File: src/rtl/banked_regfile.sv
module banked_regfile #(
  parameter int DW = 32
) (
  input  logic          clk,
  input  logic          rst_n,
  input  logic [3:0]    rd_addr_a,
  output logic [DW-1:0] rd_data_a,
  input  logic [3:0]    rd_addr_b,
  output logic [DW-1:0] rd_data_b,
  input  logic          wr_en,
  input  logic [3:0]    wr_addr,
  input  logic [DW-1:0] wr_data,
  input  logic          mode_set,
  input  logic [4:0]    mode_in,
  output logic [4:0]    mode_out,
  input  logic          sts_wr_en,
  input  logic [DW-1:0] sts_wr_data,
  output logic [DW-1:0] sts_rd_data,
  input  logic          restore_req,
  output logic          restore_err
);
  localparam int NREG = 16;
  localparam int NFIQ = 7;
  localparam int NPAIR = 4;
  localparam int NSTS = NPAIR + 1;

  localparam logic [4:0] M_FIQ = 5'h11;
  localparam logic [4:0] M_IRQ = 5'h12;
  localparam logic [4:0] M_SVC = 5'h13;
  localparam logic [4:0] M_ABT = 5'h17;
  localparam logic [4:0] M_UND = 5'h1B;

  localparam logic [2:0] B_NONE = 3'd0;
  localparam logic [2:0] B_FIQ  = 3'd1;
  localparam logic [2:0] B_IRQ  = 3'd2;
  localparam logic [2:0] B_SVC  = 3'd3;
  localparam logic [2:0] B_ABT  = 3'd4;
  localparam logic [2:0] B_UND  = 3'd5;

  logic [DW-1:0] comm  [NREG];
  logic [DW-1:0] fiqb  [NFIQ];
  logic [DW-1:0] pairb [NPAIR][2];
  logic [DW-1:0] spsr  [NSTS];
  logic [4:0]    mode_q;
  logic [2:0]    bank;

  function automatic logic [2:0] bank_of(input logic [4:0] m);
    case (m)
      M_FIQ:   return B_FIQ;
      M_IRQ:   return B_IRQ;
      M_SVC:   return B_SVC;
      M_ABT:   return B_ABT;
      M_UND:   return B_UND;
      default: return B_NONE;
    endcase
  endfunction

  assign bank = bank_of(mode_q);

  function automatic logic in_fiq(input logic [2:0] b, input logic [3:0] a);
    return b == B_FIQ && a >= 4'd8 && a <= 4'd14;
  endfunction

  function automatic logic in_pair(input logic [2:0] b, input logic [3:0] a);
    return b >= B_IRQ && (a == 4'd13 || a == 4'd14);
  endfunction

  function automatic logic [DW-1:0] pick(input logic [3:0] a);
    if (in_fiq(bank, a))       return fiqb[3'(a - 4'd8)];
    else if (in_pair(bank, a)) return pairb[2'(bank - B_IRQ)][~a[0]];
    else                       return comm[a];
  endfunction

  assign rd_data_a   = pick(rd_addr_a);
  assign rd_data_b   = pick(rd_addr_b);
  assign mode_out    = mode_q;
  assign sts_rd_data = (bank == B_NONE) ? '0 : spsr[3'(bank - 3'd1)];

  always_ff @(posedge clk or negedge rst_n) begin
    if (!rst_n) begin
      for (int i = 0; i < NREG; i++) comm[i] <= '0;
      for (int i = 0; i < NFIQ; i++) fiqb[i] <= '0;
      for (int i = 0; i < NPAIR; i++) begin
        pairb[i][0] <= '0;
        pairb[i][1] <= '0;
      end
      for (int i = 0; i < NSTS; i++) spsr[i] <= '0;
      mode_q      <= M_SVC;
      restore_err <= 1'b0;
    end else begin
      if (wr_en) begin
        if (in_fiq(bank, wr_addr))       fiqb[3'(wr_addr - 4'd8)] <= wr_data;
        else if (in_pair(bank, wr_addr)) pairb[2'(bank - B_IRQ)][~wr_addr[0]] <= wr_data;
        else                             comm[wr_addr] <= wr_data;
      end
      if (sts_wr_en && bank != B_NONE) spsr[3'(bank - 3'd1)] <= sts_wr_data;
      restore_err <= restore_req && bank == B_NONE;
      if (restore_req) begin
        if (bank != B_NONE) mode_q <= spsr[3'(bank - 3'd1)][4:0];
      end else if (mode_set) begin
        mode_q <= mode_in;
      end
    end
  end

  p_mode_hold_r6: assert property (@(posedge clk) disable iff (!rst_n)
    !restore_req && !mode_set |=> $stable(mode_out));
  p_mode_load_r6: assert property (@(posedge clk) disable iff (!rst_n)
    !restore_req && mode_set |=> mode_out == $past(mode_in));
  p_common_write_r2: assert property (@(posedge clk) disable iff (!rst_n)
    wr_en && (wr_addr < 4'd8 || wr_addr == 4'd15) |=> comm[$past(wr_addr)] == $past(wr_data));
  p_restore_ok_r9: assert property (@(posedge clk) disable iff (!rst_n)
    restore_req && bank != B_NONE |=> mode_out == $past(sts_rd_data[4:0]) && !restore_err);
  p_restore_bad_r10: assert property (@(posedge clk) disable iff (!rst_n)
    restore_req && bank == B_NONE |=> restore_err && $stable(mode_out));
  p_err_cause_r10: assert property (@(posedge clk) disable iff (!rst_n)
    restore_err |-> $past(restore_req));
endmodule

File: config.mk
export PLATFORM = sky130hd
export DESIGN_NAME = banked_regfile
export DESIGN_NICKNAME = d
export VERILOG_FILES = /design/src/rtl/banked_regfile.sv
export SDC_FILE = /design/constraint.sdc
export NUM_CORES = 2
export LEC_CHECK = 0
export BUFFER_PORTS_ARGS = -buffer_cell sky130_fd_sc_hd__buf_2
export CORE_UTILIZATION = 45
export CTS_CLUSTER_SIZE = 8
export DETAILED_ROUTE_END_ITERATION = 8
export HOLD_SLACK_MARGIN = 0.12
export PLACE_DENSITY_LB_ADDON = 0.12
export SLEW_MARGIN = 10
export SYNTH_ARGS = -nofsm -noshare
export SYNTH_HDL_FRONTEND = slang
export SYNTH_SLANG_ARGS = --single-unit
File: constraint.sdc
create_clock -name clk -period 3.6 [get_ports clk]
set_clock_uncertainty 0.15 [all_clocks]
set_input_delay 0.54 -clock clk [delete_from_list [all_inputs] [get_ports clk]]
set_output_delay 0.54 -clock clk [all_outputs]
set_load 0.02 [all_outputs]
==> impl_table.tex <==
\begin{tabular}{lr}
\hline
Metric & Value \\
\hline
\multicolumn{2}{l}{\textbf{Run status}} \\
\quad Result of the run & finished with violations \\
\quad Violated checks & negative setup slack \\
\multicolumn{2}{l}{\textbf{STA}} \\
\quad Slew headroom & 35.0\% \\
\quad Period utilisation layout & 115\% \\
\quad Max frequency & roughly 240 MHz \\
\quad Sum of negative setup slack & -42.42 ns \\
\quad Count of endpoints failing setup in the final report & 96 \\
\quad RSZ-0062 raised after global routing & true \\
\quad Worst Max-Slew Pin Slew & 0.975 ns \\
\quad Worst-case setup margin in the final layout & -0.545 ns \\
\quad Final count of pins violating max slew & 0 \\
\quad Number of hold violations in the final report & 0 \\
\quad Shortest period the worst path allows & 4.15 ns \\
\multicolumn{2}{l}{\textbf{Critical path}} \\
\quad Endpoint arrival time on the critical path & 3.46 ns \\
\quad Highest net fanout along the worst path & 6 \\
\quad Number of cell instances on the worst register-to-register path & 15 \\
\quad FF-to-FF Start & mode\_out[3] \\
\quad Setup slack of the most critical reg-to-reg path & 0.03 ns \\
\quad Critical Path RT & between 2 and 3 ns \\
\quad Startpoint kind of the worst setup timing path & register \\
\quad Worst setup path class & register to output pin \\
\quad Reg2Reg Capture Point & mode\_out[4] \\
\quad Crit path capture type & output pin \\
\multicolumn{2}{l}{\textbf{Clocking}} \\
\quad Maximum buffer depth of the clock tree & 3 \\
\quad Number of sinks on the clock net & 1158 \\
\quad Latest clock arrival within the worst-skew pair & 0.80 ns \\
\quad Clock transition at the register clock pins on the worst setup and hold paths after CTS & about 0.050 ns \\
\quad CTS tree & done \\
\quad Clock buffers created by TritonCTS & 163 \\
\quad Count of H-tree levels built during CTS & 4 \\
\quad Clock tree root buffer cell & sky130\_fd\_sc\_hd\_\_clkbuf\_16 \\
\multicolumn{2}{l}{\textbf{Global route}} \\
\quad Via count of the first global-routing pass & roughly 42000 \\
\quad Maximum number of pins on one net before global-route repair & 111 \\
\quad Wire length of the first global-routing pass & 301000 um \\
\quad Global-route usage over all layers & 31.4\% \\
\quad Total global routing overflow & 0 \\
\quad Antenna violations before repair & 17 \\
\multicolumn{2}{l}{\textbf{Routing}} \\
\quad Routed wire length & roughly 210000 um \\
\quad First-pass detailed-route iteration total & 5 \\
\quad Total number of vias & 42017 \\
\quad Iter 0 DRT Violations & between 4000 and 5000 \\
\quad Vias per Instance & 6.37 \\
\quad Antenna-violating nets left & 0 \\
\quad Post-route DRC & 0 \\
\quad Detailed-route wire length per cell & 31.8 um \\
\multicolumn{2}{l}{\textbf{Yosys}} \\
\quad Post-Syn Area per Cell & 13.4 um2 \\
\quad Count of unique library cells instantiated by Yosys & 56 \\
\quad Share of synthesized area occupied by flip-flops and latches & 49.2\% \\
\quad Leading post-synthesis cells by instance count & sky130\_fd\_sc\_hd\_\_dfrtp\_1 (1155), sky130\_fd\_sc\_hd\_\_mux2\_2 (1087), sky130\_fd\_sc\_hd\_\_mux4\_2 (325) \\
\quad Async set-or-reset flop fraction in the synthesized netlist & between 90\% and 100\% \\
\quad Nets in the synthesized netlist & 4496 \\
\quad Post-synth top area share & 49.0\% \\
\quad Cell accounting for the most synthesized area & sky130\_fd\_sc\_hd\_\_dfrtp\_1 \\
\quad Most frequent cell after synthesis & sky130\_fd\_sc\_hd\_\_dfrtp\_1 \\
\quad Main flop type after synthesis & sky130\_fd\_sc\_hd\_\_dfrtp\_1 \\
\quad Most area-consuming cells after synthesis & sky130\_fd\_sc\_hd\_\_dfrtp\_1 (49\%), sky130\_fd\_sc\_hd\_\_mux2\_2 (21\%), sky130\_fd\_sc\_hd\_\_mux4\_2 (12\%) \\
\quad Gate Count Post-Synth & 4404 \\
\quad Post-synth EDFFs & 0 \\
\quad Mapped Area & around 60000 um2 \\
\quad Number of warnings issued by yosys & 0 \\
\quad Number of storage elements in the synthesis netlist & 1158 \\
\multicolumn{2}{l}{\textbf{Placement}} \\
\quad Last weighted congestion value of the routability-driven placer & roughly 0.86 \\
\quad Port buffer count & 188 \\
\quad Half-perimeter wire length after placement & 129000 um \\
\multicolumn{2}{l}{\textbf{Floorplanning}} \\
\quad Starting utilization of the core area & 45.4\% \\
\quad Die Area & 132000 um2 \\
\quad Number of rows created at floorplan & approximately 130 \\
\quad Vert. Die Dim & 364 um \\
\quad Overall die width & 364 um \\
\quad Core area & about 130000 um2 \\
\quad Top Ports & about 190 \\
\multicolumn{2}{l}{\textbf{Pwr}} \\
\quad Power density normalized to cell area & 517 nW/um2 \\
\quad Leakage power of the design & 32.5 nW \\
\quad Worst voltage drop across the vdd grid & 460 uV \\
\quad Overall Power & 38.2 mW \\
\multicolumn{2}{l}{\textbf{Worst hold path}} \\
\quad Hold path cells & 4 \\
\quad Worst hold endpoint & mode\_out[0] \\
\quad HP Class & primary input to register \\
\quad Worst Min Path Start & mode\_set \\
\multicolumn{2}{l}{\textbf{Final layout}} \\
\quad Growth of design area from synthesis to finish & 25.1\% \\
\quad Layout cell share with drive strength beyond 1 & between 50 and 60\% \\
\quad Number of nets in the final layout & about 5000 \\
\multicolumn{2}{l}{\textbf{Run}} \\
\quad Max-capacitance violation count & 0 \\
\hline
\end{tabular}
-- cells in the final DEF, fill, tap and decap left out, drive strengths merged, types with 98 or more instances in the layout --
master / count
mux2i: 99
nand2: 196
a211oi: 98
mux2: 1125
mux4: 325
buf: 630
nor2: 198
dfrtp: 1155
o22ai: 141
clkbuf: 211
-- state kept, by name (all words and copies together) (netlist names) --
register / count
comm: 512
fiqb: 224
mode_out: 5
pairb: 256
restore_err: 1
spsr: 160
-- layer usage --
metal	GRT usage (%)	vias up	routed length [um]
li1	-	17379	-
met1	44.7	22477	90500
met2	47.3	1698	94000
met3	7.50	445	17900
met4	10.2	18	7660
met5	0	-	113
-- worst max-delay path by stage --
stage                     cells after the start    startpoint       endpoint  slack (ns)
after floorplan                              12   mode_out[1]  rd_data_b[16]       -0.02
after global placement                        8  rd_addr_a[0]  rd_data_a[28]       -0.12
after detailed placement                      8  rd_addr_a[0]  rd_data_a[28]        -0.1
after CTS                                    11   mode_out[0]  rd_data_a[22]       -0.56
after global routing                         11   mode_out[1]  rd_data_a[22]       -0.62
final                                        12   mode_out[1]  rd_data_a[21]       -0.55
-- repair_timing --
item	CTS	global route
resized for setup	266	180
pin swaps	36	58
setup buffers	26	37
setup endpoints to repair	96	118
hold buffers	44	0
cloned	13	21
hold endpoints to repair	742	0
-- kinds of logic (layout without fill, tap and decap cells) --
kind of cell	after synthesis	in the layout	share of synthesized area, %
compound gates	672	672	7.65
xor+xnor	5	5	0.0743
fa+ha+maj	5	5	0.106
buf+inv	481	929	3.34
flops	1158	1158	49.2
mux	1549	1549	35.6
other cells	0	5	0
simple gates	534	534	4.09
-- final cells by class --
| type | instances | area, um2 |
|---|---|---|
| timing repair buffer | 697 | 7740 |
| inverter | 30 | 125 |
| antenna | 5 | 12.5 |
| tap | 1742 | 2180 |
| clock inverter | 9 | 159 |
| multi-input combinational | 2765 | 30300 |
| clock buffer | 193 | 4300 |
| fill | 10537 | 56000 |
| sequential | 1158 | 29000 |
-- worst max-delay path, stage by stage, from the launching register on --
cell                       delay [ns]
sky130_fd_sc_hd__dfstp_2         0.55
sky130_fd_sc_hd__nand2b_4        0.12
sky130_fd_sc_hd__and3_4          0.23
sky130_fd_sc_hd__inv_1           0.09
sky130_fd_sc_hd__ha_4            0.17
sky130_fd_sc_hd__a31oi_4         0.27
sky130_fd_sc_hd__or2_4           0.23
sky130_fd_sc_hd__buf_12          0.12
sky130_fd_sc_hd__buf_16          0.14
sky130_fd_sc_hd__o22ai_1         0.11
sky130_fd_sc_hd__buf_4           0.17
sky130_fd_sc_hd__a221oi_4        0.28
sky130_fd_sc_hd__buf_6           0.16
-- metrics by stage --
stage / area, um2 / util (%) / hold slack (ns) / setup slack (ns) / std cells
floorplan: 59900 / - / 0.0944 / -0.0206 / 4404
global placement: 65500 / 50.4 / 0.317 / -0.124 / 6254
detailed placement: 65500 / 50.4 / 0.323 / -0.0983 / 6254
CTS: 72200 / 55.6 / 0.124 / -0.565 / 6538
global route: 73800 / 56.8 / 0.145 / -0.624 / 6595
finish: 73800 / 56.8 / 0.125 / -0.545 / 6599
-- power by group --
part / leakage (nW) / switching [mW] / internal, mW
clock: 2.17 / 5.73 / 8.34
combinational: 15.2 / 3.77 / 4.36
sequential: 15.1 / 1.16 / 14.8
total: 32.5 / 10.7 / 27.5
Power figures use the tool's default switching activity.
